<file path="config.mk">
export PLATFORM = sky130hd
export DESIGN_NAME = dpc_alert_gen
export DESIGN_NICKNAME = d
export VERILOG_FILES = /design/src/rtl/dpc_alert_pkg.sv /design/src/rtl/dpc_access_decode.sv /design/src/rtl/dpc_collide.sv /design/src/rtl/dpc_alert_pipe.sv /design/src/rtl/dpc_alert_gen.sv
export SDC_FILE = /design/constraint.sdc
export NUM_CORES = 1
export LEC_CHECK = 0
export BUFFER_PORTS_ARGS = -buffer_cell sky130_fd_sc_hd__buf_2
export CORE_AREA = 2 2 39 41
export CTS_BUF_LIST = sky130_fd_sc_hd__clkbuf_8
export DETAILED_ROUTE_END_ITERATION = 6
export DIE_AREA = 0 0 41 43
export PLACE_DENSITY_LB_ADDON = 0.05
export SLEW_MARGIN = 20
export SYNTH_ARGS = -nofsm -noshare
export SYNTH_HDL_FRONTEND = slang
export SYNTH_SLANG_ARGS = --single-unit
</file>
<file path="constraint.sdc">
create_clock -name clk -period 2.76 [get_ports clk]
set_clock_uncertainty 0.2 [all_clocks]
set_input_delay 0.138 -clock clk [delete_from_list [all_inputs] [get_ports clk]]
set_output_delay 0.138 -clock clk [all_outputs]
set_load 0.005 [all_outputs]
</file>
<file path="src/rtl/dpc_alert_pkg.sv">
package dpc_alert_pkg;

  typedef enum logic [1:0] {
    ACC_IDLE  = 2'd0,
    ACC_READ  = 2'd1,
    ACC_WRITE = 2'd2
  } acc_e;

  typedef enum logic {
    AL_ARMED = 1'b0,
    AL_FIRED = 1'b1
  } al_state_e;

  localparam int NUM_PORTS = 2;

  function automatic acc_e classify(input logic en, input logic we);
    if (!en)      return ACC_IDLE;
    else if (we)  return ACC_WRITE;
    else          return ACC_READ;
  endfunction

  // A port's data is in doubt when it is active and the opposite port writes.
  function automatic logic port_at_risk(input acc_e own, input acc_e other);
    return (own != ACC_IDLE) && (other == ACC_WRITE);
  endfunction

endpackage

</file>
<file path="src/rtl/dpc_access_decode.sv">
module dpc_access_decode
  import dpc_alert_pkg::*;
(
  input  logic en,
  input  logic we,
  output acc_e kind
);

  always_comb begin
    kind = classify(en, we);
  end

endmodule

</file>
<file path="src/rtl/dpc_collide.sv">
module dpc_collide
  import dpc_alert_pkg::*;
#(
  parameter int ADDR_W = 18
) (
  input  acc_e                                kind [NUM_PORTS],
  input  logic [NUM_PORTS-1:0][ADDR_W-1:0]    addr,
  output logic [NUM_PORTS-1:0]                risk
);

  logic same_addr;

  always_comb begin
    same_addr = (addr[0] == addr[1]);
  end

  for (genvar p = 0; p < NUM_PORTS; p++) begin : g_risk
    localparam int OTHER = NUM_PORTS - 1 - p;
    always_comb begin
      risk[p] = same_addr && port_at_risk(kind[p], kind[OTHER]);
    end
  end

endmodule

</file>
<file path="src/rtl/dpc_alert_pipe.sv">
module dpc_alert_pipe
  import dpc_alert_pkg::*;
#(
  parameter int ALERT_LAT = 2
) (
  input  logic clk,
  input  logic rst,
  input  logic risk_in,
  output logic alert_n
);

  localparam int STAGES = ALERT_LAT - 1;

  logic [STAGES-1:0] stg;
  logic              due;
  al_state_e         state;

  if (STAGES == 1) begin : g_single
    always_ff @(posedge clk) begin
      if (rst) stg <= '0;
      else     stg <= risk_in;
    end
  end else begin : g_chain
    always_ff @(posedge clk) begin
      if (rst) stg <= '0;
      else     stg <= {stg[STAGES-2:0], risk_in};
    end
  end

  assign due = stg[STAGES-1];

  // Alert lasts one cycle; the edge ending it is the recovery edge,
  // where a newly due event is dropped.
  always_ff @(posedge clk) begin
    if (rst) begin
      state <= AL_ARMED;
    end else begin
      case (state)
        AL_ARMED: state <= due ? AL_FIRED : AL_ARMED;
        AL_FIRED: state <= AL_ARMED;
        default:  state <= AL_ARMED;
      endcase
    end
  end

  assign alert_n = (state != AL_FIRED);

endmodule

</file>
<file path="src/rtl/dpc_alert_gen.sv">
module dpc_alert_gen
  import dpc_alert_pkg::*;
#(
  parameter int ADDR_W    = 18,
  parameter int ALERT_LAT = 2
) (
  input  logic              clk,
  input  logic              rst,
  input  logic              pa_en,
  input  logic              pa_we,
  input  logic [ADDR_W-1:0] pa_addr,
  input  logic              pb_en,
  input  logic              pb_we,
  input  logic [ADDR_W-1:0] pb_addr,
  output logic              pa_alert_n,
  output logic              pb_alert_n
);

  logic [NUM_PORTS-1:0]             en_v;
  logic [NUM_PORTS-1:0]             we_v;
  logic [NUM_PORTS-1:0][ADDR_W-1:0] addr_v;
  acc_e                             kind_v [NUM_PORTS];
  logic [NUM_PORTS-1:0]             risk_v;
  logic [NUM_PORTS-1:0]             alert_v;

  assign en_v   = {pb_en, pa_en};
  assign we_v   = {pb_we, pa_we};
  assign addr_v = {pb_addr, pa_addr};

  for (genvar p = 0; p < NUM_PORTS; p++) begin : g_port
    dpc_access_decode u_dec (
      .en   (en_v[p]),
      .we   (we_v[p]),
      .kind (kind_v[p])
    );

    dpc_alert_pipe #(.ALERT_LAT(ALERT_LAT)) u_pipe (
      .clk     (clk),
      .rst     (rst),
      .risk_in (risk_v[p]),
      .alert_n (alert_v[p])
    );
  end

  dpc_collide #(.ADDR_W(ADDR_W)) u_collide (
    .kind (kind_v),
    .addr (addr_v),
    .risk (risk_v)
  );

  assign pa_alert_n = alert_v[0];
  assign pb_alert_n = alert_v[1];

endmodule

</file>
======== Word level (Yosys, flattened, before mapping) ========
Cells that the tools add are included.
word-level totals
  ROM bits ................................ 0
  memories ................................ 0
  output and inout port bits .............. 2
  memory bits (writable) .................. 0
  bits in registers ....................... 4
  latch bits .............................. 0
  input bits .............................. 42
  word-level logic and storage cells ...... 23
cells by class
  magnitude comparators ................... 0
  shifts and indexed selects .............. 0
  muxes and demuxes ....................... 8
  $mul .................................... 0
  $add $sub $neg .......................... 0
  divide/modulo/power cells ............... 0
  equality and inequality tests ........... 3
  bitwise operators ....................... 2
  reductions and logical operators ........ 6
operator list
  cell                  count
  $eq A18 B18 Y1        1
  $mux W2               4
  $eq A2 B2 Y1 const B  2
  $logic_and A1 B1 Y1   4
  $pmux W1 S2           2
  $reduce_bool A2 Y1    2
  $mux W1               2
  $not A1 Y1            2

======== Longest topological paths before layout ========
  depth after elaboration ................. 5
  gate-level depth with buffers ........... 4

======== Cells and area by module ========
A second synthesis with hierarchy kept.
unflattened totals
  cell total of the unflattened synthesis .. 44
  area total of the unflattened synthesis .. 382.9 um^2
by module, submodules not included
  module             cells each  area each (um^2)  times used
  dpc_collide        30          225.2             1
  dpc_alert_pipe     5           62.6              2
  dpc_access_decode  2           16.3              2

======== Least setup slack after synthesis ========
Ideal clock, no wire load.
  path kind ............................... input to register
  from .................................... input pb_addr[6]
  to ...................................... register g_port[0].u_pipe.stg
  cell stages on the path ................. 4
  path slack .............................. 1768 ps
  data arrival time ....................... 731 ps
  cells stage by stage .................... xnor2_1 nand4b_1 nor3_1 and4_1
on the way
  cells in the longest elaborated chain, start to end .. 2
ends and longest elaborated chain
  item                  RTL line              source
  start, declared       dpc_alert_gen.sv:14   input logic [ADDR_W-1:0] pb_addr,
  $eq A18 B18 Y1        dpc_collide.sv:14     same_addr = (addr[0] == addr[1]);
  $logic_and A1 B1 Y1   dpc_collide.sv:20     risk[p] = same_addr && port_at_risk(kind[p], kind[OTHER]);
  end signal, assigned  dpc_alert_pipe.sv:21  else stg <= risk_in;
  end, declared         dpc_alert_pipe.sv:14  logic [STAGES-1:0] stg;
Every way passes these cells.
A chain may end at the register's enable or synchronous reset.

==> results.md <==
Run status:
- The flow ran to the end, and the final reports show no timing, DRC or antenna violations.

Detailed routing:
- Wires add up to 767 um.
- After detailed routing, the number of vias per cell comes to slightly above 4.
- After the first detailed-routing iteration, the DRC count stood at 0.
- The post-route antenna net violation count is 0.
- For this run, the detailed router's first-pass iteration total came to 1.
- The routed wire length per instance is 7.67 um.
- The routed layout has 403 vias.
- The number of remaining DRC errors is 0.

Final layout:
- The filler cells instantiated in the layout total 144.
- The area added between synthesis and finish is 94.2%.
- In the final layout, the share of cells above drive strength 1 is 0.560.
- The finished layout holds 100 standard cells, fillers aside.
- At the end of the flow, the number of nets in the layout was 128.
- The number of antenna repair diodes is 0.

Synth:
- Dividing the synthesized area by the synthesized cell count gives 9.29 um2.
- The fraction of synthesized cell area taken by the top area cell type is 0.350.
- The cell area after technology mapping is ~330 um2.
- Synthesis handed over a netlist of 35 instances.
- For this run, the leading register cell type out of synthesis is sky130_fd_sc_hd__dfxtp_1.
- The sequential fraction of the synthesis area is 0.246.
- The commonest cells after synthesis are 13 x sky130_fd_sc_hd__xnor2_1, 5 x sky130_fd_sc_hd__xor2_1, 4 x sky130_fd_sc_hd__dfxtp_1.
- The yosys synthesis warning count is 0.
- The most frequent cell after synthesis is sky130_fd_sc_hd__xnor2_1.
- Yosys mapped a number of flops with a built-in enable equal to 0.
- The share of async-settable or async-resettable flops after synthesis is 0.
- Of all cell types, the one taking the most synthesized area is sky130_fd_sc_hd__xnor2_1.
- Yosys mapped the design onto 10 distinct sky130hd cell types.
- Counting flops and latches in the post-synthesis netlist gives 4.
- Sorting the synthesized cells by area gives the leading types as sky130_fd_sc_hd__xnor2_1 35%, sky130_fd_sc_hd__dfxtp_1 25%, sky130_fd_sc_hd__xor2_1 13%.
- The number of nets in the synthesized netlist is between 70 and 80.

Pwr:
- The share of total power consumed by net switching is 0.202.
- The net switching power is 48.2 uW.
- The share of total power dissipated in combinational logic is 0.255.
- In this run the static leakage power is 0.295 nW.
- Of the total power, registers draw 0.243.
- For this design the ratio of total power to cell area is 379 mW/mm2.
- The proportion of power drawn by the clock network is 0.501.
- The peak supply drop is roughly 120 uV.
- The internal power contribution is about 190 uW.

Placed design:
- Once placement completed, the tool counted placed cells totaling 94.
- Routability-driven placement finished with a final weighted congestion of 0.562.
- The HPWL after detailed placement is 688 um.
- The number of port buffers is 43.
- The post-placement worst setup slack is about 1.6 ns.

Floorplan:
- The horizontal die dimension is 41 um.
- The die area is 0.00176 mm2.
- The boundary pin count is 44.
- Row generation in the floorplan step produced 14 rows.
- The die is 43 um tall.
- The initial utilization of the core area, before any placement, comes to 0.235.
- The region available for standard cell placement spans 0.00138 mm2.

Clock tree:
- The TritonCTS clock tree is yes.
- Clock-pin slew was measured on the worst setup and hold paths at 0.03 ns.
- The number of H-tree branching levels is 1.
- The clock root buffer master is sky130_fd_sc_hd__clkbuf_8.
- The number of clock sinks is 4.
- Post-CTS repair changed the size of 0 cells.
- Once the clock tree was built, the setup fixing pass inserted 0 buffers.
- In this run the deepest clock path goes through 2 buffers.
- Clock tree synthesis inserted a total of 3 buffers.
- The clock network latency to the later pin of the worst-skew pair is 0.21 ns.

Critical path:
- The peak fanout along the critical path is 3.
- STA puts the critical path data arrival time at 1.40 ns.
- The kind of start point of the critical path is an input port.
- The minimum setup slack among reg-to-reg paths is 2.00 ns.
- For the worst flop-to-flop path, the logic depth is 1.
- The endpoint of the lowest-slack register-to-register path is g_port[1].u_pipe.state.
- The endpoint type of the worst setup path is a register.
- The type of the setup path with the least slack is input port to register.
- Data on the critical path is required at its endpoint by 2.72 ns.
- The startpoint identified for the worst register-to-register timing path is g_port[1].u_pipe.state.

Timing:
- Setup total negative slack on the finished layout was measured at 0 ns.
- The final count of negative-setup-slack endpoints is 0.
- The worst pin sits at a relative slew slack of 0.854.
- The slew at the pin closest to its max-slew limit is around 0.22 ns.
- The minimum period implied by the final worst setup slack is 1.45 ns.
- The maximum operating frequency is 0.691 GHz.
- The final number of hold-violating endpoints is 0.
- Setup repair after global routing left no endpoint under its margin.
- Dividing the final minimum period by the clock period gives 0.525.
- The number of max-slew violations in the final report is 0.
- The setup slack after layout is 1.31 ns.

Worst hold path:
- The worst min-delay path class is input port to register.
- The worst hold path terminates at g_port[0].u_pipe.due.
- The worst hold path depth is 4.
- The startpoint of the tightest hold check path is pb_en.

GRT:
- The aggregate global-route resource usage is 0.0964.
- The number of global-route vias before repair is 382.
- Entering global routing, the biggest net connects 4 pins.
- The global-route wire length before repair is 1180 um.
- The number of antenna violations at the first check in global routing is 0.
- For this run the aggregate overflow at the end of global routing stands at 0.

Run:
- Across the run, the number of max-cap violations was 0.
[state kept, by name, summed over array words and instances, names as in the netlist]
register,count
g_port.u_pipe.due,2
g_port.u_pipe.state,2
[cell type report]
| cell class | count | area, um2 | share of cell area |
|---|---|---|---|
| Tap cell | 16 | 20.0 | 0.0317 |
| Inverter | 2 | 7.51 | 0.0119 |
| Sequential cell | 4 | 80.1 | 0.127 |
| Clock buffer | 3 | 41.3 | 0.0653 |
| Timing Repair Buffer | 46 | 245 | 0.388 |
| Multi-Input combinational cell | 29 | 238 | 0.376 |
[layer usage]
layer / GRT usage / wire [um] / vias up
met1: 0.0804 / 270 / 160
li1: - / - / 219
met2: 0.184 / 405 / 24
met4: 0.0800 / 0 / 0
met3: 0 / 91 / 0
met5: 0 / 0 / -
[per-stage QoR]
step | total power [mW] | util | instance area, um2 | hold slack, ns
global placement | 0.117 | 0.405 | 561 | 0.144
floorplan | 0.0832 | - | 325 | 0.0141
global route | 0.253 | 0.457 | 632 | 0.211
finish | 0.239 | 0.457 | 632 | 0.185
detailed placement | 0.118 | 0.405 | 561 | 0.142
CTS | 0.245 | 0.457 | 632 | 0.181
[how the worst max path moves through the flow]
stage,from,to,slack [ns]
3_3_place_gp,pb_addr[7],g_port[0].u_pipe.due,1.57
2_1_floorplan,pb_addr[6],g_port[0].u_pipe.due,1.77
6_report,rst,g_port[1].u_pipe.due,1.31
5_1_grt,rst,g_port[0].u_pipe.due,1.22
3_5_place_dp,pb_addr[6],g_port[1].u_pipe.due,1.57
4_1_cts,rst,g_port[1].u_pipe.due,1.30
[kinds of logic after synthesis]
kind of cell	Yosys count	synth area share
XOR/XNOR	18	0.485
flip-flops	4	0.246
buffers and inverters	2	0.0231
AND/OR/NAND/NOR	11	0.246
[placed cells by master (no fill, tap or decap)]
cell	count
sky130_fd_sc_hd__nor3b_1	2
sky130_fd_sc_hd__nor3_1	2
sky130_fd_sc_hd__nor3_2	1
sky130_fd_sc_hd__dlygate4sd3_1	3
sky130_fd_sc_hd__inv_1	2
sky130_fd_sc_hd__xor2_1	5
sky130_fd_sc_hd__dfxtp_1	4
sky130_fd_sc_hd__nand4_1	3
sky130_fd_sc_hd__clkbuf_8	3
sky130_fd_sc_hd__buf_2	43
sky130_fd_sc_hd__and4_1	2
sky130_fd_sc_hd__xnor2_1	13
sky130_fd_sc_hd__nand4b_1	1
[power groups by stage]
| stage | Sequential, mW | Clock [mW] | Combinational [mW] |
|---|---|---|---|
| finish | 0.0583 | 0.120 | 0.0611 |
| floorplan | 0.0590 | 0 | 0.0242 |
| global placement | 0.0590 | 0 | 0.0584 |
| global route | 0.0582 | 0.126 | 0.0683 |
| CTS | 0.0582 | 0.124 | 0.0621 |
| detailed placement | 0.0590 | 0 | 0.0585 |
[worst max-delay path, cell delays in order]
cell and delay [ns]:
sky130_fd_sc_hd__dlygate4sd3_1 0.53, sky130_fd_sc_hd__buf_2 0.13, sky130_fd_sc_hd__nand4b_1 0.16, sky130_fd_sc_hd__nor3_1 0.24, sky130_fd_sc_hd__and4_1 0.21
[repair_timing]
| item | CTS | global route |
|---|---|---|
| hold buffers | 3 | 0 |
| setup endpoints to repair | 0 | 0 |
| hold endpoints to repair | 4 | 0 |
(Power assumes the default switching activity.)
